File: config.mk
export PLATFORM = sky130hd
export DESIGN_NAME = dbg_ctl_gate
export DESIGN_NICKNAME = d
export VERILOG_FILES = /design/src/rtl/dbg_ctl_pkg.sv /design/src/rtl/dbg_ctl_regs.sv /design/src/rtl/dbg_req_hold.sv /design/src/rtl/dbg_irq_gate.sv /design/src/rtl/dbg_ctl_gate.sv
export SDC_FILE = /design/constraint.sdc
export NUM_CORES = 1
export LEC_CHECK = 0
export BUFFER_PORTS_ARGS = -buffer_cell sky130_fd_sc_hd__buf_2
export CAP_MARGIN = 20
export CORE_AREA = 2 2 39 41
export CTS_BUF_LIST = sky130_fd_sc_hd__clkbuf_4
export CTS_CLUSTER_SIZE = 20
export DETAILED_ROUTE_END_ITERATION = 6
export DIE_AREA = 0 0 41 43
export PLACE_DENSITY = 0.49
export SYNTH_ARGS = -nofsm -noshare
export SYNTH_HDL_FRONTEND = slang
export SYNTH_SLANG_ARGS = --single-unit
File: constraint.sdc
create_clock -name clk -period 1.1 [get_ports clk]
set_clock_uncertainty 0.15 [all_clocks]
set_input_delay 0.055 -clock clk [delete_from_list [all_inputs] [get_ports clk]]
set_output_delay 0.055 -clock clk [all_outputs]
set_load 0.05 [all_outputs]
File: src/rtl/dbg_ctl_pkg.sv
package dbg_ctl_pkg;
    localparam int CTRL_W = 3;

    typedef struct packed {
        logic irq_dis;    // bit 2
        logic req_force;  // bit 1
        logic ack_force;  // bit 0
    } ctrl_t;

    localparam ctrl_t CTRL_RESET = '{irq_dis: 1'b0, req_force: 1'b0, ack_force: 1'b0};
endpackage

File: src/rtl/dbg_ctl_regs.sv
module dbg_ctl_regs
    import dbg_ctl_pkg::*;
(
    input  logic              clk,
    input  logic              rst_n,
    input  logic              acc_stb,
    input  logic              acc_wr,
    input  logic [CTRL_W-1:0] wr_data,
    output logic [CTRL_W-1:0] rd_data,
    output ctrl_t             ctrl_q
);
    ctrl_t ctrl_d;

    always_comb begin
        ctrl_d = ctrl_q;
        if (acc_stb && acc_wr) begin
            ctrl_d = ctrl_t'(wr_data);
        end
    end

    always_ff @(posedge clk or negedge rst_n) begin
        if (!rst_n) begin
            ctrl_q <= CTRL_RESET;
        end else begin
            ctrl_q <= ctrl_d;
        end
    end

    assign rd_data = (acc_stb && !acc_wr) ? CTRL_W'(ctrl_q) : '0;
endmodule

File: src/rtl/dbg_req_hold.sv
module dbg_req_hold (
    input  logic clk,
    input  logic rst_n,
    input  logic open_en,
    input  logic req_in,
    output logic hold_q
);
    logic hold_d;

    always_comb begin
        hold_d = hold_q;
        if (open_en) begin
            hold_d = req_in;
        end
    end

    always_ff @(posedge clk or negedge rst_n) begin
        if (!rst_n) begin
            hold_q <= 1'b0;
        end else begin
            hold_q <= hold_d;
        end
    end
endmodule

File: src/rtl/dbg_irq_gate.sv
module dbg_irq_gate (
    input  logic irq_dis,
    input  logic ack_force,
    input  logic req_held,
    input  logic ext_req,
    input  logic core_ack,
    output logic irq_en,
    output logic req_out,
    output logic ack_out
);
    logic ack_any;

    always_comb begin
        ack_any = core_ack | ack_force;
        ack_out = ack_any;
        req_out = ext_req | req_held;
        irq_en  = ~(irq_dis | ack_any);
    end
endmodule

File: src/rtl/dbg_ctl_gate.sv
module dbg_ctl_gate
    import dbg_ctl_pkg::*;
(
    input  logic              clk,
    input  logic              rst_n,
    input  logic              acc_stb,
    input  logic              acc_wr,
    input  logic [CTRL_W-1:0] wr_data,
    output logic [CTRL_W-1:0] rd_data,
    input  logic              tap_idle,
    input  logic              ext_req,
    input  logic              core_ack,
    output logic              irq_en,
    output logic              req_out,
    output logic              ack_out
);
    ctrl_t ctrl_q;
    logic  req_held_q;

    dbg_ctl_regs u_regs (
        .clk     (clk),
        .rst_n   (rst_n),
        .acc_stb (acc_stb),
        .acc_wr  (acc_wr),
        .wr_data (wr_data),
        .rd_data (rd_data),
        .ctrl_q  (ctrl_q)
    );

    dbg_req_hold u_hold (
        .clk     (clk),
        .rst_n   (rst_n),
        .open_en (tap_idle),
        .req_in  (ctrl_q.req_force),
        .hold_q  (req_held_q)
    );

    dbg_irq_gate u_gate (
        .irq_dis   (ctrl_q.irq_dis),
        .ack_force (ctrl_q.ack_force),
        .req_held  (req_held_q),
        .ext_req   (ext_req),
        .core_ack  (core_ack),
        .irq_en    (irq_en),
        .req_out   (req_out),
        .ack_out   (ack_out)
    );
endmodule

==> out/qor.txt, run 1 <==
Cell count after synthesis -> 16
1st-iter DRT viols -> 0
I/O Buffers -> 15
Min cycle time layout -> 1.295 ns
DRT met1 WL -> 259 um
Largest net degree at the start of global routing -> 5
Status -> finished with violations
Avg WL per Cell -> 10.00 um
H-tree lvl count -> 1
Synth area leader -> dfrtp_1
Top post-synthesis cells by area -> dfrtp_1 (49%), mux2_4 (22%), and2_1 (9.2%), mux2_2 (5.5%), nand2_2 (3.1%)
Failing checks -> negative setup slack
Antenna cells -> 0
Max Clk Rate -> 772.4 MHz
Final Util -> 32.55%
Worst EP arrival -> 1.09 ns
Worst Max-Slew Pin Slew -> 0.2495 ns
Pre-CTS setup slack -> -0.04582 ns
Avg Synthesized Cell Area -> 12.75 um2
Final routed DRC violation total -> 0
Fin crit share -> 117.7%
Max_slew headroom -> 83.48%
Share of the synthesized area in the top cell type -> 49.08%
Leak Pwr -> 0.2243 nW
Post-DRT Antenna Nets -> 0
Chip width -> 41 um
Number of global-route vias before repair -> 242
FP Rows -> 14
Max_cap viols -> 0
Sequence of cells on the critical path -> or2_4 -> nor2_4 -> buf_8
Synthesized cell area -> 203.9 um2
DR vias/cell -> 3.741
Final net count -> 54
Global-route wire length before repair -> 938 um
Maximum VDD drop -> 0.0006880 V
Slowest CP cell -> dfrtp_1
WP data required -> 0.89 ns
Register clock-pin slew on the reported worst setup and hold paths -> 0.04 ns
Worst Setup Start Kind -> flip-flop
Worst R2R Path Depth -> 2
Initial core utilization -> 14.74%
Setup slack, reg-to-reg -> 0.02 ns
Top Metal Used -> met3
Critical Path Max Stage Delay -> 0.38 ns
PwrDens -> 1365 nW/um2
Hold Crit Class -> in -> async
Setup CP Type -> reg -> out
Initial antenna violation count -> 0
GRT overflow -> 0
Area Overhead vs Synth -> 120.9%
Clk buf depth -> 2
DIE HEIGHT -> 43 um
Sequential element share of the synthesized area -> 49.08%
Fraction of layout cells with a size suffix above 1 -> 73.81%
Synth cell types -> 9
Pwr Total -> 0.6149 mW
Drt pass-1 iters -> 1
Crit path to -> irq_en
Synth warn -> 0
FF-to-FF Start -> u_regs.ctrl_q[2]
Setup TNS -> -0.6497 ns
CP startpoint -> u_regs.ctrl_q[0]
Worst-path fanout max -> 2
Core ar. -> 1384 um2
Met2 WL post-DR -> 252 um
Synthesized net count -> 26
Worst setup margin -> -0.1947 ns
# setup viols final -> 6
Routed WL -> 580 um
CTS tree -> done
Routability cong. -> 0.5439
Hold Vio Cnt, Final -> 0
Total CTS buffers -> 3
DIE AREA -> 1763 um2
IO Pins -> 16
Sink Count -> 4
Placed wire-length estimate -> 390.9 um
Vias -> 217
Tot GR Track Use -> 8.761%
Setup crit end kind -> primary output
Register bit total from synthesis -> 4
Worst skew pair latency -> 0.24 ns
Critical R2R Capture -> u_regs.ctrl_q[2]
Root Buffer -> clkbuf_4
Slew Limit Fails -> 0
Setup repair after global routing missed its margin -> yes
Wire length on met3 -> 67 um
[area by class of cell]
type,count,area (um2)
fillers,146,933.4
repair buffers,23,186.4
multi-input cells,12,121.4
flip-flops and latches,4,100.1
well taps,16,20.02
clock buffers,3,22.52
[stage by stage]
stage / std cells / instance area (um2) / hold WS [ns]
2_1_floorplan: 16 / 214.0 / -0.3906
3_3_place_gp: 48 / 316.6 / -0.2812
3_5_place_dp: 48 / 316.6 / -0.2823
4_1_cts: 57 / 439.2 / 0.001484
5_1_grt: 58 / 450.4 / 0.02310
6_report: 58 / 450.4 / 0.007543
[sequential cells by signal (all words and copies together), names as in the netlist]
signal and cells:
u_regs.ctrl_q 3, u_hold.hold_q 1
[worst min-delay path by stage]
stage | start | end | cells after the start
floorplan | rst_n | u_hold.hold_q | 0
global placement | rst_n | u_regs.ctrl_q[1] | 1
detailed placement | rst_n | u_hold.hold_q | 1
CTS | rst_n | u_hold.hold_q | 2
global route | rst_n | u_hold.hold_q | 2
finish | rst_n | u_hold.hold_q | 2
[synthesized netlist by cell type, drive strengths merged]
cell and count:
mux2 4, nor2 1, or2 2, dfrtp 4, nor2b 1, nand2 1, and2 3
[kinds of logic after synthesis]
kind of cell     Yosys count  synth area share, %
flip-flops                 4                49.08
multiplexers               4                27.61
AND/OR/NAND/NOR            8                23.32
[report_power, final]
group	leakage [nW]	internal (mW)	switching [mW]	total, mW
clock network	0.0138	0.122	0.0609	0.183
registers	0.0470	0.172	0.0185	0.190
logic	0.164	0.129	0.113	0.242
total	0.224	0.423	0.192	0.615
[layout by cell type (no fill, tap or decap), types with 2 or more instances in the layout]
master	instances
mux2_4	3
and2_4	2
buf_4	3
buf_2	10
clkbuf_4	3
buf_6	3
dfrtp_1	4
buf_8	2
dlygate4sd3_1	5
or2_4	2
[what timing repair did]
item                       CTS  global route
hold endpoints to repair     8             0
setup endpoints to repair    6             6
pin swaps                    3             1
setup buffers                1             1
hold buffers                 5             0
gates resized for setup     14             1
gates cloned                 0             0
[critical path: cells and delay by family, from the launching register on]
family | cells | cell delay, ns
buf+inv | 1 | 0.15
flops | 1 | 0.38
simple gates | 2 | 0.33
[layer usage]
layer  track usage [%]  vias to the layer above
met4             6.000                        0
met2             11.88                       15
li1                  -                      104
met5                 0                        -
met3             6.806                        0
met1             8.766                       98
(Power assumes the default switching activity.)
==> run 2: changes to the inputs <==
clock period = 1.7 ns   (was 1.1 ns; I/O delays follow)
==> out/qor.txt, run 2 (synthesis results as in run 1) <==
# setup viols final -> 0
Hold Crit Class -> in -> async
Max reg flops -> 3
Worst EP arrival -> 1.20 ns
Final net count -> 51
Leak Pwr -> 0.1944 nW
Largest net degree at the start of global routing -> 5
Setup crit end kind -> primary output
Routed WL -> 556 um
Final hold slack -> 0.03609 ns
Worst Max-Slew Pin Slew -> 0.2533 ns
Worst skew pair latency -> 0.24 ns
Initial core utilization -> 14.74%
Max_cap viols -> 0
IO Pins -> 16
DR vias/cell -> 3.582
I/O Buffers -> 15
GRT overflow -> 0
Total setup buffers inserted after CTS -> 0
PwrDens -> 953.0 nW/um2
Clk buf depth -> 2
Tot GR Track Use -> 7.739%
Core ar. -> 1384 um2
Avg WL per Cell -> 10.11 um
Max Clk Rate -> 694.8 MHz
Setup repair after global routing missed its margin -> no
Met2 WL post-DR -> 216 um
H-tree lvl count -> 1
Most frequent cells in the layout -> buf_2 (15), dlygate4sd3_1 (5), dfrtp_1 (4)
Area Overhead vs Synth -> 83.44%
Status -> complete, no violations
Number of global-route vias before repair -> 216
Chip width -> 41 um
Total CTS buffers -> 3
Slew Limit Fails -> 0
DRT met1 WL -> 255 um
1st-iter DRT viols -> 1
Fin crit share -> 84.66%
FP Rows -> 14
Min cycle time layout -> 1.439 ns
Post-DRT Antenna Nets -> 0
CP startpoint -> u_regs.ctrl_q[0]
Final routed DRC violation total -> 0
Wire length on met3 -> 78 um
Biggest register -> u_regs.ctrl_q
Routability cong. -> 0.6246
Antenna cells -> 0
Max_slew headroom -> 83.23%
FF-to-FF Start -> u_regs.ctrl_q[2]
Worst Setup Start Kind -> flip-flop
Global-route wire length before repair -> 848 um
Largest regs -> u_regs.ctrl_q (3), u_hold.hold_q (1)
Sink Count -> 4
Slowest CP cell -> dfrtp_1
WP data required -> 1.46 ns
Vias -> 197
Worst R2R Path Depth -> 1
Maximum VDD drop -> 0.0002490 V
Hold Vio Cnt, Final -> 0
Top Metal Used -> met4
Most common cell after layout, fill and taps aside -> buf_2
DIE HEIGHT -> 43 um
Initial antenna violation count -> 0
Worst-path fanout max -> 3
DIE AREA -> 1763 um2
Drt pass-1 iters -> 2
Register clock-pin slew on the reported worst setup and hold paths -> 0.04 ns
Sequence of cells on the critical path -> or2_1 -> nor2_2 -> buf_2
Setup CP Type -> reg -> out
Root Buffer -> clkbuf_4
CTS tree -> done
Critical Path Max Stage Delay -> 0.38 ns
CTS resizes -> 0
Setup TNS -> 0 ns
Fraction of layout cells with a size suffix above 1 -> 64.10%
-- run 2: cell count changes in the layout (fill, tap and decap cells not counted) --
| cell | before | now |
|---|---|---|
| buf_2 | 10 | 15 |
| buf_4 | 3 | 0 |
| buf_6 | 3 | 0 |
| and2_1 | 1 | 3 |
| and2_4 | 2 | 0 |
| buf_8 | 2 | 0 |
| or2_4 | 2 | 0 |
| nor2_2 | 0 | 1 |
| nor2_4 | 1 | 0 |
| or2_1 | 0 | 1 |
| or2_2 | 0 | 1 |
-- run 2: per-stage QoR --
step	setup slack (ns)	cell area [um2]	std cells	total power, mW	util (%)
after CTS	0.2465	374.1	55	0.3627	27.03
after floorplan	0.1775	206.4	16	0.1972	-
after global placement	0.5329	301.5	47	0.2264	21.79
after detailed placement	0.5074	301.5	47	0.2277	21.79
final	0.2608	374.1	55	0.3565	27.03
after global routing	0.1910	374.1	55	0.3755	27.03
-- run 2: worst paths after layout --
kind,end,slack (ns)
worst max-delay path,irq_en,0.26
max in group asynchronous,u_regs.ctrl_q[1],1.24
worst min-delay path,u_hold.hold_q,0.04
worst max register to register,u_regs.ctrl_q[2],0.77
min in group clk,u_regs.ctrl_q[1],0.10
worst min register to register,u_hold.hold_q,0.36
-- run 2: final cells by class --
type / instances / area (um2)
sequential: 4 / 100.1
tap: 16 / 20.02
clock buffer: 3 / 22.52
fill: 148 / 1010
multi-input combinational: 12 / 106.4
timing repair buffer: 20 / 125.1
-- run 2: timing repair --
item,4_1_cts,5_1_grt
hold buffers,5,0
hold endpoints to repair,8,0
setup endpoints to repair,0,0
-- run 2: routing by layer --
layer	vias to the layer above	global-route usage [%]
met3	2	3.141
li1	99	-
met2	14	10.00
met4	0	8.000
met5	-	0
met1	82	8.710
-- run 2: where the power goes --
part           internal (mW)  total [mW]  switching (mW)
Combinational         0.0484       0.112          0.0635
Sequential             0.111       0.122          0.0108
Clock                 0.0793       0.123          0.0435
-- run 2: worst max-delay path: cells and delay by family (launching register included) --
kind,cells,cell delay [ns]
buffers and inverters,1,0.26
AND/OR/NAND/NOR,2,0.33
flip-flops,1,0.38
==> run 3: changes to the inputs <==
PLACE_DENSITY = 0.5   (was 0.49)
clock period = 1.3 ns   (was 1.7 ns; I/O delays follow)
==> out/qor.txt, run 3 (synthesis results as in run 1) <==
Status -> finished with violations
Failing checks -> negative setup slack
Min cycle time layout -> 1.317 ns
Pwr Total -> 0.4921 mW
Global-route wire length before repair -> 814 um
Avg WL per Cell -> 10.21 um
Largest regs -> u_regs.ctrl_q (3), u_hold.hold_q (1)
Filler cells -> 156
Setup crit end kind -> primary output
Initial core utilization -> 14.74%
Placed wire-length estimate -> 420.5 um
Largest net degree at the start of global routing -> 5
Worst-path fanout max -> 2
Fin crit share -> 101.3%
Worst Setup Start Kind -> flip-flop
H-tree lvl count -> 1
Max_slew headroom -> 83.39%
Slew Limit Fails -> 0
Final net count -> 52
Area Overhead vs Synth -> 104.9%
Hold Crit Class -> in -> async
Setup TNS -> -0.01716 ns
PwrDens -> 1177 nW/um2
CP startpoint -> u_regs.ctrl_q[0]
Register clock-pin slew on the reported worst setup and hold paths -> 0.04 ns
Final Util -> 30.20%
Routed WL -> 572 um
Final routed DRC violation total -> 0
1st-iter DRT viols -> 2
Most frequent cells in the layout -> buf_2 (12), dlygate4sd3_1 (5), dfrtp_1 (4)
Sequence of cells on the critical path -> or2_4 -> nor2_4 -> buf_8
Biggest register -> u_regs.ctrl_q
Sink Count -> 4
Tot GR Track Use -> 7.258%
Slowest CP cell -> dfrtp_1
Number of global-route vias before repair -> 215
FP Rows -> 14
Vias -> 202
WP data required -> 1.09 ns
FF-to-FF Start -> u_regs.ctrl_q[0]
DIE HEIGHT -> 43 um
# setup viols final -> 1
Register Area -> 100.1 um2
Max reg flops -> 3
I/O Buffers -> 15
Total CTS buffers -> 3
IO Pins -> 16
Setup repair after global routing missed its margin -> yes
DR vias/cell -> 3.607
Chip width -> 41 um
Worst EP arrival -> 1.10 ns
Clk buf depth -> 2
Hold Vio Cnt, Final -> 0
Most common cell after layout, fill and taps aside -> buf_2
Leak Pwr -> 0.2096 nW
Worst setup margin -> -0.01716 ns
Routability cong. -> 0.5365
Maximum VDD drop -> 0.0004587 V
Core ar. -> 1384 um2
Critical Path Max Stage Delay -> 0.39 ns
Post-DRT Antenna Nets -> 0
Initial antenna violation count -> 0
Multi-input logic area -> 116.4 um2
Worst R2R Path Depth -> 2
Root Buffer -> clkbuf_4
Max Clk Rate -> 759.2 MHz
GRT overflow -> 0
Drt pass-1 iters -> 2
Antenna cells -> 0
Worst Max-Slew Pin Slew -> 0.2509 ns
Worst skew pair latency -> 0.23 ns
CTS tree -> done
Fraction of layout cells with a size suffix above 1 -> 67.50%
Setup CP Type -> reg -> out
Max_cap viols -> 0
DIE AREA -> 1763 um2
## run 3: cell count changes in the layout (fill, tap and decap cells not counted), sizes merged
cell  change
buf       +1
## run 3: worst max-delay path, delay by kind of cell, from the launching register on
kind          cells  cell delay (ns)
buf+inv           1             0.15
simple gates      2             0.34
flops             1             0.39
## run 3: path summary, 6_finish.rpt
kind / endpoint / slack (ns)
min in group clk: u_regs.ctrl_q[2] / 0.09
worst min-delay path: u_regs.ctrl_q[2] / 0.03
max in group asynchronous: u_hold.hold_q / 0.85
worst min register to register: u_hold.hold_q / 0.36
worst max register to register: u_regs.ctrl_q[0] / 0.26
worst max-delay path: irq_en / -0.02
## run 3: cell type report
type                       count  area share, %
timing repair buffer          21          38.02
tap                           16          4.790
sequential                     4          23.95
multi-input combinational     12          27.84
clock buffer                   3          5.389
## run 3: through the flow
stage               hold slack, ns  std cells  setup WS, ns  cell area [um2]
detailed placement         -0.2768         47       0.08117            309.0
global placement           -0.2758         47       0.08814            309.0
floorplan                  -0.3806         16       0.08343            214.0
CTS                        0.01032         56      -0.02938            404.1
global route               0.05585         56      -0.06221            417.9
finish                     0.02859         56      -0.01716            417.9
## run 3: power by group
group / total, mW / switching [mW] / internal [mW]
clock: 0.149 / 0.0462 / 0.103
combinational: 0.181 / 0.0900 / 0.0906
sequential: 0.162 / 0.0170 / 0.145
total: 0.492 / 0.153 / 0.339
## run 3: metal layers
layer | up-vias | routed length, um | track usage (%)
met5 | - | 0 | 0
met2 | 15 | 263 | 10.94
met4 | 0 | 0 | 4.000
met3 | 0 | 69 | 3.665
li1 | 100 | - | -
met1 | 87 | 239 | 7.818
## run 3: what timing repair did
| action | CTS | global route |
|---|---|---|
| hold endpoints to repair | 8 | 0 |
| setup endpoints to repair | 3 | 4 |
| setup buffers | 1 | 0 |
| hold buffers | 5 | 0 |
| gates resized for setup | 5 | 4 |
| pin swaps | 2 | 0 |
